===== src/rtl/lburst_pkg.sv =====
package lburst_pkg;

   typedef enum logic [1:0] {
      ST_NORMAL = 2'd0,
      ST_ON     = 2'd1,
      ST_OFF    = 2'd2
   } bst_t;

   localparam int CNT_W = 4;

   function automatic logic [CNT_W-1:0] code_to_len(input logic [1:0] code);
      return CNT_W'(1) << code;
   endfunction

endpackage


===== src/rtl/lburst_phase_gate.sv =====
module lburst_phase_gate #(
   parameter int CNT_W = 4
) (
   input  logic             clk,
   input  logic             rst_n,
   input  logic             ph_in,
   input  logic             active,
   input  logic             clr,
   input  logic [CNT_W-1:0] limit,
   output logic             ph_out,
   output logic             done
);

   logic             prev_q;
   logic             pass_q;
   logic [CNT_W-1:0] cnt_q;
   logic             rise;
   logic             room;

   assign rise = ph_in & ~prev_q;
   assign room = cnt_q < limit;

   always_ff @(posedge clk or negedge rst_n) begin
      if (!rst_n) begin
         prev_q <= 1'b0;
         pass_q <= 1'b0;
         cnt_q  <= '0;
      end else begin
         prev_q <= ph_in;
         if (clr) begin
            cnt_q  <= '0;
            pass_q <= 1'b0;
         end else if (active) begin
            if (rise) begin
               pass_q <= room;
               if (room) cnt_q <= cnt_q + 1'b1;
            end else if (!ph_in) begin
               pass_q <= 1'b0;
            end
         end else begin
            pass_q <= 1'b0;
         end
      end
   end

   // a pulse is admitted whole at its rising edge, or not at all
   assign ph_out = active & ph_in & (rise ? room : pass_q);
   assign done   = cnt_q >= limit;

endmodule


===== src/rtl/lburst_cmp.sv =====
module lburst_cmp #(
   parameter int IW = 12,
   parameter int EW = 12
) (
   input  logic [IW-1:0]        iout,
   input  logic [IW-1:0]        live_thr,
   input  logic [IW-1:0]        held_thr,
   input  logic [IW-1:0]        held_hyst,
   input  logic signed [EW-1:0] verr,
   input  logic signed [EW-1:0] held_err,
   output logic                 below_entry,
   output logic                 above_exit,
   output logic                 err_high
);

   localparam int XW = IW + 1;

   logic [XW-1:0] exit_lvl;

   assign exit_lvl    = {1'b0, held_thr} + {1'b0, held_hyst};
   assign below_entry = iout < live_thr;
   assign above_exit  = {1'b0, iout} >= exit_lvl;
   assign err_high    = verr > held_err;

endmodule


===== src/rtl/lightload_burst_ctrl.sv =====
module lightload_burst_ctrl
   import lburst_pkg::*;
#(
   parameter int IW  = 12,
   parameter int EW  = 12,
   parameter int NSR = 2
) (
   input  logic                 clk,
   input  logic                 rst_n,
   input  logic                 bridge_en,
   input  logic [1:0]           pwr_mode,
   input  logic [IW-1:0]        iout_smp,
   input  logic signed [EW-1:0] verr_smp,
   input  logic [IW-1:0]        cur_thr,
   input  logic [IW-1:0]        cur_hyst,
   input  logic signed [EW-1:0] err_thr,
   input  logic [1:0]           burst_code,
   input  logic                 pwm_a_in,
   input  logic                 pwm_b_in,
   input  logic [NSR-1:0]       sr_en_in,
   output logic                 pwm_a_out,
   output logic                 pwm_b_out,
   output logic [NSR-1:0]       sr_en_out,
   output logic [1:0]           burst_state,
   output logic                 burst_start
);

   localparam int NPH = 2;

   if (IW < 2 || EW < 2 || NSR < 1) begin : g_bad_params
      $error("lightload_burst_ctrl: IW, EW must be >= 2 and NSR >= 1");
   end

   bst_t                 st_q, st_d;
   logic                 start_evt;
   logic                 start_q;
   logic [IW-1:0]        thr_l, hyst_l;
   logic signed [EW-1:0] err_l;
   logic [1:0]           code_l;
   logic [CNT_W-1:0]     burst_len;

   logic                 enabled, leave, both_low, in_burst;
   logic                 below_entry, above_exit, err_high;
   logic [NPH-1:0]       ph_in, ph_gated, ph_done;

   assign enabled   = bridge_en && (pwr_mode == 2'd0);
   assign ph_in     = {pwm_b_in, pwm_a_in};
   assign both_low  = ~|ph_in;
   assign burst_len = code_to_len(code_l);
   assign leave     = !enabled || above_exit;

   lburst_cmp #(.IW(IW), .EW(EW)) u_cmp (
      .iout        (iout_smp),
      .live_thr    (cur_thr),
      .held_thr    (thr_l),
      .held_hyst   (hyst_l),
      .verr        (verr_smp),
      .held_err    (err_l),
      .below_entry (below_entry),
      .above_exit  (above_exit),
      .err_high    (err_high)
   );

   for (genvar gi = 0; gi < NPH; gi++) begin : g_phase
      lburst_phase_gate #(.CNT_W(CNT_W)) u_gate (
         .clk    (clk),
         .rst_n  (rst_n),
         .ph_in  (ph_in[gi]),
         .active (st_q == ST_ON),
         .clr    (start_evt),
         .limit  (burst_len),
         .ph_out (ph_gated[gi]),
         .done   (ph_done[gi])
      );
   end

   // every state change waits for a gap in which both phases are low
   always_comb begin
      st_d      = st_q;
      start_evt = 1'b0;
      unique case (st_q)
         ST_NORMAL: begin
            if (enabled && below_entry && both_low) begin
               st_d      = ST_ON;
               start_evt = 1'b1;
            end
         end
         ST_ON: begin
            if (leave && both_low)              st_d = ST_NORMAL;
            else if ((&ph_done) && both_low)    st_d = ST_OFF;
         end
         ST_OFF: begin
            if (leave && both_low) begin
               st_d = ST_NORMAL;
            end else if (err_high && both_low) begin
               st_d      = ST_ON;
               start_evt = 1'b1;
            end
         end
         default: st_d = ST_NORMAL;
      endcase
   end

   always_ff @(posedge clk or negedge rst_n) begin
      if (!rst_n) begin
         st_q    <= ST_NORMAL;
         start_q <= 1'b0;
         thr_l   <= '0;
         hyst_l  <= '0;
         err_l   <= '0;
         code_l  <= '0;
      end else begin
         st_q    <= st_d;
         start_q <= start_evt;
         if (start_evt) begin
            thr_l  <= cur_thr;
            hyst_l <= cur_hyst;
            err_l  <= err_thr;
            code_l <= burst_code;
         end
      end
   end

   assign in_burst    = (st_q != ST_NORMAL);
   assign pwm_a_out   = in_burst ? ph_gated[0] : pwm_a_in;
   assign pwm_b_out   = in_burst ? ph_gated[1] : pwm_b_in;
   assign sr_en_out   = in_burst ? '0 : sr_en_in;
   assign burst_state = st_q;
   assign burst_start = start_q;

endmodule


===== config.mk =====
export PLATFORM = sky130hd
export DESIGN_NAME = lightload_burst_ctrl
export DESIGN_NICKNAME = d
export VERILOG_FILES = /design/src/rtl/lburst_pkg.sv /design/src/rtl/lburst_phase_gate.sv /design/src/rtl/lburst_cmp.sv /design/src/rtl/lightload_burst_ctrl.sv
export SDC_FILE = /design/constraint.sdc
export NUM_CORES = 1
export LEC_CHECK = 0
export BUFFER_PORTS_ARGS = -buffer_cell sky130_fd_sc_hd__buf_2
export CAP_MARGIN = 20
export CORE_MARGIN = 2
export CORE_UTILIZATION = 52
export DETAILED_ROUTE_END_ITERATION = 8
export PLACE_DENSITY_LB_ADDON = 0.05
export REMOVE_ABC_BUFFERS = 1
export SLEW_MARGIN = 20
export SYNTH_ARGS = -nofsm -noshare
export SYNTH_HDL_FRONTEND = slang
export SYNTH_SLANG_ARGS = --single-unit

===== constraint.sdc =====
create_clock -name clk -period 5.4 [get_ports clk]
set_clock_uncertainty 0.05 [all_clocks]
set_input_delay 1.08 -clock clk [delete_from_list [all_inputs] [get_ports clk]]
set_output_delay 1.08 -clock clk [all_outputs]
set_load 0.02 [all_outputs]

After elaboration in Yosys (flattened, before gate mapping)

Index checks and enable logic that the tools add are counted.

Register bits: 53
Latch bits: 0
Bits in writable memories: 0
Bits in read-only memories: 0
Input bits: 71
Output and inout port bits: 7
Logic and storage cells: 91
Memories kept: 0

Add/sub/neg operators: 3
Multipliers: 0
Divide/modulo/power cells: 0
Order comparisons: 7
Eq/ne operators: 7
Shift operators: 1
Mux-type cells: 31
Bitwise gates (word level): 8
Reduce and logical (&&, ||, !) cells: 22

Operators by type and width:

| cell                                                   | count |
|---|---|
| 2-to-1 mux 4 bit                                       | 8 |
| 2-to-1 mux 1 bit                                       | 15 |
| adder 12 x 12 -> 13 bit                                | 1 |
| greater-or-equal comparator 12 x 13 -> 1 bit           | 1 |
| greater-than comparator 12 bit                         | 1 |
| less-than comparator 12 bit                            | 1 |
| 2-to-1 mux 2 bit                                       | 6 |
| nonzero test 2 bit                                     | 6 |
| AND reduction 3 bit                                    | 3 |
| adder 4 x 1 -> 4 bit (second input constant)           | 2 |
| greater-or-equal comparator 4 bit                      | 2 |
| less-than comparator 4 bit                             | 2 |
| AND 1 bit                                              | 6 |
| logical AND 1 bit                                      | 6 |
| inequality test 3 bit (second input constant)          | 2 |
| one-hot mux 2 bit (3 select lines)                     | 1 |
| zero test 2 bit                                        | 2 |
| inequality test 4 x 3 -> 1 bit (second input constant) | 1 |
| inequality test 4 bit (second input constant)          | 1 |
| left shift 1 x 2 -> 4 bit (first input constant)       | 1 |
| equality test 2 x 1 -> 1 bit (second input constant)   | 1 |
| equality test 2 bit (second input constant)            | 1 |
| zero test 1 bit                                        | 2 |
| inequality test 2 bit (second input constant)          | 1 |
| other kinds (5)                                        | 6 |

Longest topological paths before layout

Gate-level depths: netlist of run 1.

Depth after elaboration: 9
Gate-level depth with buffers: 18
Mapped depth without buffers: 17

Modules after synthesis

A second synthesis of run 1 with hierarchy kept.

Cell total of the unflattened synthesis: 370
Area, all modules: 4038.9 sq um

By module, submodules not included:

| module               | times used | cells each | area each (sq um) | sequential area each (sq um) |
|---|---|---|---|---|
| lightload_burst_ctrl | 1          | 108        | 1829.3            | 1026.0 |
| lburst_cmp           | 1          | 172        | 1351.3            | 0.0 |
| lburst_phase_gate    | 2          | 45         | 429.2             | 150.1 |

Worst setup path after synthesis of run 1

OpenSTA, ideal clock, no wires.

Path kind: reg2reg
Start point: register thr_l[4]
End point: register code_l[0]
Library setup time: 0.125 ns
Arrival time: 3.718 ns
Required time: 5.225 ns
Setup slack: 1.507 ns
Stages on the path, launching flop included: 16
Path buffers: 1
Period minus slack after synthesis: 3.893 ns
Cells stage by stage: dfrtp_1 ha_1 or4_1 o22a_2 a21o_1 a21oi_1 xor2_1 ha_1 a21o_1 a21oi_1 o211ai_1 o31a_1 o22ai_2 a41oi_4 buf_6 mux2_2

Word-level cells in the longest chain between the ends: 6

Ends and longest elaborated chain:

| element                                      | line                        | source |
|---|---|---|
| start: declaration                           | lightload_burst_ctrl.sv:37  | `logic [IW-1:0] thr_l, hyst_l;` |
| start signal: assignment                     | lightload_burst_ctrl.sv:116 | `thr_l <= cur_thr;` |
| adder 12 x 12 -> 13 bit                      | lburst_cmp.sv:20            | `assign exit_lvl = {1'b0, held_thr} + {1'b0, held_hyst};` |
| greater-or-equal comparator 12 x 13 -> 1 bit | lburst_cmp.sv:22            | `assign above_exit = {1'b0, iout} >= exit_lvl;` |
| logical OR 1 bit                             | lightload_burst_ctrl.sv:50  | `assign leave = !enabled \|\| above_exit;` |
| logical AND 1 bit                            | lightload_burst_ctrl.sv:93  | `if (leave && both_low) begin` |
| 2-to-1 mux 1 bit                             | lightload_burst_ctrl.sv:93  |  |
| one-hot mux 1 bit (2 select lines)           | lightload_burst_ctrl.sv:81  | `unique case (st_q)` |
| end signal: assignment                       | lightload_burst_ctrl.sv:119 | `code_l <= burst_code;` |
| end: declaration                             | lightload_burst_ctrl.sv:39  | `logic [1:0] code_l;` |

Every way passes these cells.
A chain may end at the register's enable or synchronous reset.

Worst setup path in the final report of run 1

Start point: register thr_l[0]
End point: register hyst_l[8]

Word-level cells in the longest chain between the ends: 6

Ends and longest elaborated chain:

| element                                      | line                        | source |
|---|---|---|
| adder 12 x 12 -> 13 bit                      | lburst_cmp.sv:20            |  |
| greater-or-equal comparator 12 x 13 -> 1 bit | lburst_cmp.sv:22            |  |
| logical OR 1 bit                             | lightload_burst_ctrl.sv:50  |  |
| logical AND 1 bit                            | lightload_burst_ctrl.sv:93  |  |
| 2-to-1 mux 1 bit                             | lightload_burst_ctrl.sv:93  |  |
| one-hot mux 1 bit (2 select lines)           | lightload_burst_ctrl.sv:81  |  |
| end signal: assignment                       | lightload_burst_ctrl.sv:117 | `hyst_l <= cur_hyst;` |
| end: declaration                             | lightload_burst_ctrl.sv:37  |  |

Every way passes these cells.

==> impl_metrics.py, run 1 <==
metrics = {
    "placed_design": {
        "dp_hpwl_mm": 6.024,
        "port_buffers": 77,
        "place.gp.congestion": 0.8688,
    },
    "clock_network": {
        "cts_buffer_depth": 2,
        "ctsResizeCount": 0,
        "root_buffer": "clkbuf_8",
        "cts_buffers": 5,
        "hold_buffers": 0,
        "cts_max_level": 2,
        "postCtsSetupBuffers": 0,
        "path_clk_slew_ps": 90,
        "cts_tree": "built",
        "cts.sinks": 53,
        "clock_latency_ps": 300,
    },
    "critical_path": {
        "worstPathArrival_ps": 4670,
        "cp_top_family": "compound AO/OA/AOI/OAI gates",
        "crit_slowest_cell": "dfrtp_1",
        "crit_required_ps": 5540,
        "cp-start-kind": "register",
        "crit_type": "reg -> reg",
        "cp_num_buf_inv": 2,
        "cp_max_fo": 17,
        "endpoint_kind": "register",
        "slowest_delay_ps": 390,
        "cp_cell_sequence": "ha_1 -> inv_1 -> fa_1 -> nor2b_1 -> o31a_1 -> o22a_2 -> a21o_1 -> a21oi_1 -> xor2_1 -> ha_1 -> a21o_1 -> a21oi_1 -> o211ai_1 -> o31a_1 -> o22ai_2 -> a41oi_4 -> buf_4 -> mux2_2",
    },
    "status": {
        "status": "finished, final reports clean",
    },
    "grt": {
        "grtUsageTotal": 0.2009,
        "grt_pass1_wl_mm": 12.51,
        "grt_pass1_vias": 2867,
        "overflow": 0,
        "grt_max_degree": 54,
        "antenna_found_initial": 0,
    },
    "flow_run": {
        "maxCapViolCount": 0,
    },
    "routing": {
        "vias": 2958,
        "vias_per_cell": 5.448,
        "wl_per_cell_um": 13.92,
        "wirelength_mm": 7.558,
        "drt_iter0_drc": 73,
        "ant_nets": 0,
        "dr.pass1.iters": 5,
        "remaining_drc_errors": 0,
    },
    "timing": {
        "period_needed_ps": 4523,
        "finalCritPeriodShare": 0.8377,
        "rsz0062_at_grt": "no",
        "slew_headroom": 0.5049,
        "tns_ps": 0,
        "hold_viol": 0,
        "slew_viol_final": 0,
        "finalSetupViolCount": 0,
        "worst_pin_slew_ps": 734.9,
        "fmax_mhz": 221.1,
    },
    "pwr": {
        "total_power_w": 0.001565,
        "cellLeakagePower_nw": 2.246,
        "peakVddDrop_mv": 0.1649,
        "power_density_nw_per_um2": 360.3,
    },
    "floorplanning": {
        "die_y_um": 89.16,
        "die_x_um": 89.16,
        "num_rows": 31,
        "die_area_um2": 7950,
        "ioPinCount": 78,
        "core-area_um2": 7137,
        "initial_core_util": 0.5284,
    },
    "yosys": {
        "synthFlopType": "dfrtp_1",
        "syn_avg_cell_area_um2": 10.39,
        "synthesis.instances": 363,
        "synth.distinct_cells": 47,
        "syn_area_um2": 3771,
        "synth-seq-area-share": 0.3517,
        "yosysWarnings": 0,
        "yosys_register_bits": 53,
        "synth_edf_count": 0,
        "async_flop_share": 1.000,
    },
    "finish": {
        "drive_gt1_frac": 0.2950,
        "final_nets": 573,
        "area_growth_pct": 15.16,
        "antennaDiodeCount": 0,
    },
    "min_path": {
        "hold_path_class": "reg -> reg",
    },
}
[worst paths after layout]
path | startpoint | to | slack [ps] | cells past startpoint
worst max-delay path | thr_l[0] | hyst_l[8] | 880 | 18
worst min-delay path | err_l[4] | err_l[4] | 460 | 1
worst max register to register | thr_l[0] | hyst_l[8] | 880 | 18
worst min register to register | err_l[4] | err_l[4] | 460 | 1
max in group asynchronous | rst_n | hyst_l[7] | 4010 | 2
min in group asynchronous | rst_n | err_l[8] | 840 | 2
[cell usage after synthesis (2+ instances only)]
cell type	count	area (um2)
nor3b_1	2	15.01
o211ai_1	5	37.54
a41oi_1	3	26.28
nor2_1	13	48.80
or2_2	3	18.77
o21ai_0	13	65.06
or4_1	2	15.01
a211oi_1	2	15.01
a21oi_1	21	105.1
o21a_1	4	30.03
xor2_1	5	43.79
xnor2_1	7	61.31
nand3_1	13	65.06
nand2_1	21	78.83
mux2_2	37	416.7
nor3_1	3	15.01
dfrtp_1	53	1326
a21o_1	8	60.06
inv_1	33	123.9
nand2b_1	10	62.56
o31a_1	2	17.52
buf_6	4	45.04
and3_1	2	12.51
nor2b_1	4	25.02
and2_1	4	25.02
mux2i_1	4	40.04
a41o_1	3	30.03
ha_1	57	713.2
nand4_1	6	37.54
a211o_1	2	17.52
[sequential cells by signal (all words and copies together), names as in the netlist]
register	count
burst_start	1
burst_state	2
code_l	2
err_l	12
g_phase.u_gate.cnt_q	8
g_phase.u_gate.pass_q	2
g_phase.u_gate.prev_q	2
hyst_l	12
thr_l	12
[layout make-up]
| type | instances | area [um2] |
|---|---|---|
| Inverter | 33 | 123.9 |
| Multi-Input combinational cell | 271 | 2267 |
| Clock buffer | 7 | 86.33 |
| Fill cell | 669 | 2794 |
| Tap cell | 99 | 123.9 |
| Sequential cell | 53 | 1326 |
| Timing Repair Buffer | 80 | 415.4 |
[where the power goes]
group | switching (W) | internal, W | total (W)
logic | 0.000387 | 0.000385 | 0.000772
registers | 0.0000727 | 0.000496 | 0.000568
clock network | 0.000122 | 0.000102 | 0.000224
total | 0.000582 | 0.000982 | 0.00156
[layer usage]
| metal | part of all wire | GRT usage | vias up | wire [um] |
|---|---|---|---|---|
| met1 | 0.43 | 0.2520 | 1402 | 3256 |
| met5 | 0 | 0 | - | 0 |
| li1 | - | - | 1469 | - |
| met4 | 0.020 | 0.07191 | 0 | 152 |
| met2 | 0.51 | 0.3549 | 70 | 3858 |
| met3 | 0.039 | 0.02493 | 17 | 291 |
[cell families (layout without fill, tap and decap cells)]
kind of cell,after synthesis,in the layout,share of synthesized area
and+or+nand+nor,87,87,0.1194
AOI/OAI and AO/OA,73,73,0.1384
adders and majority gates,58,58,0.1944
DFF,53,53,0.3517
muxes,41,41,0.1211
buffers and inverters,39,120,0.04711
xor gates and xnor gates,12,12,0.02787
[layout by cell type (no fill, tap or decap), types with 2 or more instances in the layout]
master and instances:
xnor2_1 7, ha_1 57, a21o_1 8, a41oi_1 3
nor2_1 13, o211ai_1 5, nand3_1 13, a41o_1 3
inv_1 33, buf_4 2, nand2_1 21, and3_1 2
clkbuf_8 6, mux2i_1 4, or2_2 3, and2_1 4
buf_2 77, nand2b_1 10, dfrtp_1 53, o31a_1 2
or4_1 2, a211o_1 2, xor2_1 5, mux2_2 37
nor2b_1 4, nor3_1 3, nor3b_1 2, a21oi_1 21
o21ai_0 13, o21a_1 4, nand4_1 6, a211oi_1 2
[stage by stage]
step	cell area (um2)	cells	hold slack, ps	worst slack (ps)	utilization
4_1_cts	4328	542	466.5	628.0	0.6064
2_1_floorplan	3717	357	429.4	1219	-
6_report	4343	543	461.4	876.6	0.6085
3_5_place_dp	4242	535	445.8	637.1	0.5943
5_1_grt	4343	543	477.4	511.4	0.6085
3_3_place_gp	4242	535	437.3	764.0	0.5943
Note: power is estimated with default switching activity, not from simulation.
==> run 2: changes to the inputs <==
--- a/config.mk
+++ b/config.mk
@@ -5,10 +5,11 @@
 export SDC_FILE = /design/constraint.sdc
 export NUM_CORES = 1
 export LEC_CHECK = 0
+export ABC_AREA = 1
 export BUFFER_PORTS_ARGS = -buffer_cell sky130_fd_sc_hd__buf_2
 export CAP_MARGIN = 20
 export CORE_MARGIN = 2
-export CORE_UTILIZATION = 52
+export CORE_UTILIZATION = 50
 export DETAILED_ROUTE_END_ITERATION = 8
 export PLACE_DENSITY_LB_ADDON = 0.05
 export REMOVE_ABC_BUFFERS = 1
==> constraint.sdc (replaced) <==
create_clock -name clk -period 3.78 [get_ports clk]
set_clock_uncertainty 0.05 [all_clocks]
set_input_delay 0.756 -clock clk [delete_from_list [all_inputs] [get_ports clk]]
set_output_delay 0.756 -clock clk [all_outputs]
set_load 0.02 [all_outputs]
==> impl_metrics.py, run 2 <==
metrics = {
    "status": {
        "status": "finished, final reports clean",
    },
    "critical_path": {
        "cp_max_fo": 24,
        "crit_required_ps": 3950,
        "reg2reg_to": "code_l[0]",
        "endpoint_kind": "register",
        "worstPathArrival_ps": 3620,
        "timing.rr.start": "thr_l[2]",
        "r2r_setup_slack_ps": 330,
        "cp-start-kind": "register",
        "crit_type": "reg -> reg",
        "r2r.worst_path.cells": 23,
    },
    "yosys": {
        "synth.distinct_cells": 26,
        "yosys_register_bits": 53,
        "syn_area_um2": 3804,
        "yosys.area_share.simple": 0.2612,
        "synth_xor_area_frac": 0.03224,
        "synth_compound_area_frac": 0.08224,
        "synth-seq-area-share": 0.3487,
        "synthesis.instances": 498,
        "synth_edf_count": 0,
        "syn_avg_cell_area_um2": 7.638,
        "async_flop_share": 1.000,
        "yosys-top-cells-area": "dfrtp_1, ha_1, nand2_1",
        "synthTopCellsByCount": "nand2_1, inv_1, ha_1",
        "yosys.area_share.adder": 0.1928,
        "synth_area_leader_cell": "dfrtp_1",
        "yosysWarnings": 0,
        "synthFlopType": "dfrtp_1",
        "yosysTopAreaCellShare": 0.3487,
        "synth_most_common_cell": "nand2_1",
        "synthMuxAreaShare": 0,
        "synth_top_family_by_area": "simple AND/OR/NAND/NOR gates",
    },
    "routing": {
        "wl_per_cell_um": 12.04,
        "wl_met1_mm": 3.867,
        "met3_length_um": 252,
        "dr_wl_met2_mm": 3.940,
        "remaining_drc_errors": 0,
        "dr.pass1.iters": 4,
        "drt_iter0_drc": 141,
        "vias": 3410,
        "vias_per_cell": 5.037,
        "wirelength_mm": 8.150,
        "highest_layer": "met4",
        "ant_nets": 0,
    },
    "pwr": {
        "power_frac_clock": 0.132,
        "p_int_w": 0.001703,
        "cellLeakagePower_nw": 2.569,
        "peakVddDrop_mv": 0.3964,
        "swShare": 0.4271,
        "pwr-share-comb": 0.553,
        "power_frac_seq": 0.315,
        "power_switching_w": 0.001270,
        "power_density_nw_per_um2": 670.4,
    },
    "clock_network": {
        "cts_max_level": 2,
        "cts_buffer_depth": 2,
        "cts_tree": "built",
        "postCtsSetupBuffers": 0,
        "clock_latency_ps": 300,
        "path_clk_slew_ps": 90,
        "cts_buffers": 5,
        "cts.sinks": 53,
        "root_buffer": "clkbuf_8",
    },
    "grt": {
        "grt_max_degree": 38,
        "grt_pass1_wl_mm": 14.61,
        "overflow": 0,
        "grt_pass1_vias": 3474,
        "antenna_found_initial": 0,
        "grtUsageTotal": 0.2099,
    },
    "placed_design": {
        "place.gp.congestion": 0.8139,
        "port_buffers": 77,
        "dp_hpwl_mm": 6.558,
    },
    "finish": {
        "final_nets": 706,
        "drive_gt1_frac": 0.1609,
        "area_growth_pct": 16.61,
        "top_regs": "err_l x12, hyst_l x12, thr_l x12",
        "postLayoutCoreUtil": 0.6083,
        "final_common_cell": "nand2_1",
        "final_cell_mix": "nand2_1, buf_2, inv_1",
        "antennaDiodeCount": 0,
        "fillers": 696,
    },
    "floorplanning": {
        "die_area_um2": 8321,
        "die_x_um": 91.22,
        "die_y_um": 91.22,
        "num_rows": 31,
        "core-area_um2": 7292,
        "initial_core_util": 0.5216,
        "ioPinCount": 78,
    },
    "timing": {
        "tns_ps": 0,
        "hold_viol": 0,
        "finalSetupViolCount": 0,
        "slew_headroom": 0.4367,
        "rsz0062_at_grt": "no",
        "worst_pin_slew_ps": 845.0,
        "slew_viol_final": 0,
        "period_needed_ps": 3446,
        "finalCritPeriodShare": 0.9116,
        "fmax_mhz": 290.2,
    },
    "min_path": {
        "hold_path_class": "reg -> reg",
        "hold_end": "hyst_l[6]",
        "min_delay_path_depth": 2,
        "hp-start": "hyst_l[6]",
    },
    "flow_run": {
        "maxCapViolCount": 0,
    },
}
run 2: cell types whose count changed after synthesis, moves of 5 or more:
cell / delta
o21ai_1: +9
nand2_1: +123
nor2_1: +21
nand2b_1: -10
a21o_1: -8
a21oi_1: +6
inv_1: +34
nand3_1: +27
mux2_2: -37
buf_2: +5
run 2: cell families after synthesis:
group                      after synthesis
adders and majority gates               58
DFF                                     53
xor gates and xnor gates                14
AOI/OAI and AO/OA                       59
buffers and inverters                   78
and+or+nand+nor                        236
run 2: cell type report:
class                           count  area, um2  area share
Timing Repair Buffer               82      442.9     0.09986
Multi-Input combinational cell    367       2171      0.4894
Tap cell                           99      123.9     0.02793
Clock buffer                        7      86.33     0.01946
Sequential cell                    53       1326      0.2990
Inverter                           68      255.2     0.05755
Clock inverter                      1      30.03    0.006770
run 2: how the worst max path moves through the flow:
stage,startpoint,to,slack [ps],depth (start not counted)
3_3_place_gp,hyst_l[2],err_l[11],230,20
4_1_cts,thr_l[2],err_l[11],160,23
6_report,thr_l[2],code_l[0],330,23
2_1_floorplan,thr_l[2],code_l[0],510,21
5_1_grt,thr_l[2],g_phase[1].u_gate.cnt_q[0],20,22
3_5_place_dp,thr_l[2],err_l[11],190,23
run 2: metrics by stage:
step,hold WS (ps),setup WS (ps),area [um2],total power [W],std cells
finish,471.3,334.1,4436,0.002974,677
detailed placement,452.2,185.7,4303,0.002595,669
global route,504.9,22.79,4436,0.003336,677
CTS,474.2,157.3,4419,0.003002,677
global placement,444.5,228.8,4303,0.002533,669
floorplan,410.4,509.2,3744,0.002188,488
run 2: power groups by stage:
stage | sequential [W] | combinational [W] | clock, W
final | 0.000935 | 0.00165 | 0.000393
after global routing | 0.000965 | 0.00195 | 0.000425
after CTS | 0.000934 | 0.00166 | 0.000406
after detailed placement | 0.000946 | 0.00165 | 0
after global placement | 0.000939 | 0.00159 | 0
after floorplan | 0.000920 | 0.00127 | 0
run 2: routing by layer:
layer	vias to the layer above	track usage
li1	1775	-
met1	1566	0.2651
met2	61	0.3827
met3	8	0.02573
met4	0	0.04672
met5	-	0
run 2: critical path: stages, from the launching register on:
cell and delay, ps:
dfrtp_1 390, ha_1 380, nand2_1 80, nand2_1 80
nand3_1 70, nand2_1 60, nor2_1 60, o21ai_1 190
nand3_1 90, nand2_1 110, nand2_1 60, a21oi_1 150
xnor2_1 140, ha_1 260, nand4_1 130, nor2_1 50
nor2_1 130, nand2_1 130, nand2_2 130, nand3_4 110
nand2_8 180, buf_12 190, nand2_1 60, o21ai_0 80
run 2: timing repair:
action                                  in CTS  in global routing
endpoints found under the hold margin        0                  0
resized for setup                            0                  4
endpoints found under the setup margin       0                 34
hold buffers                                 0                  0
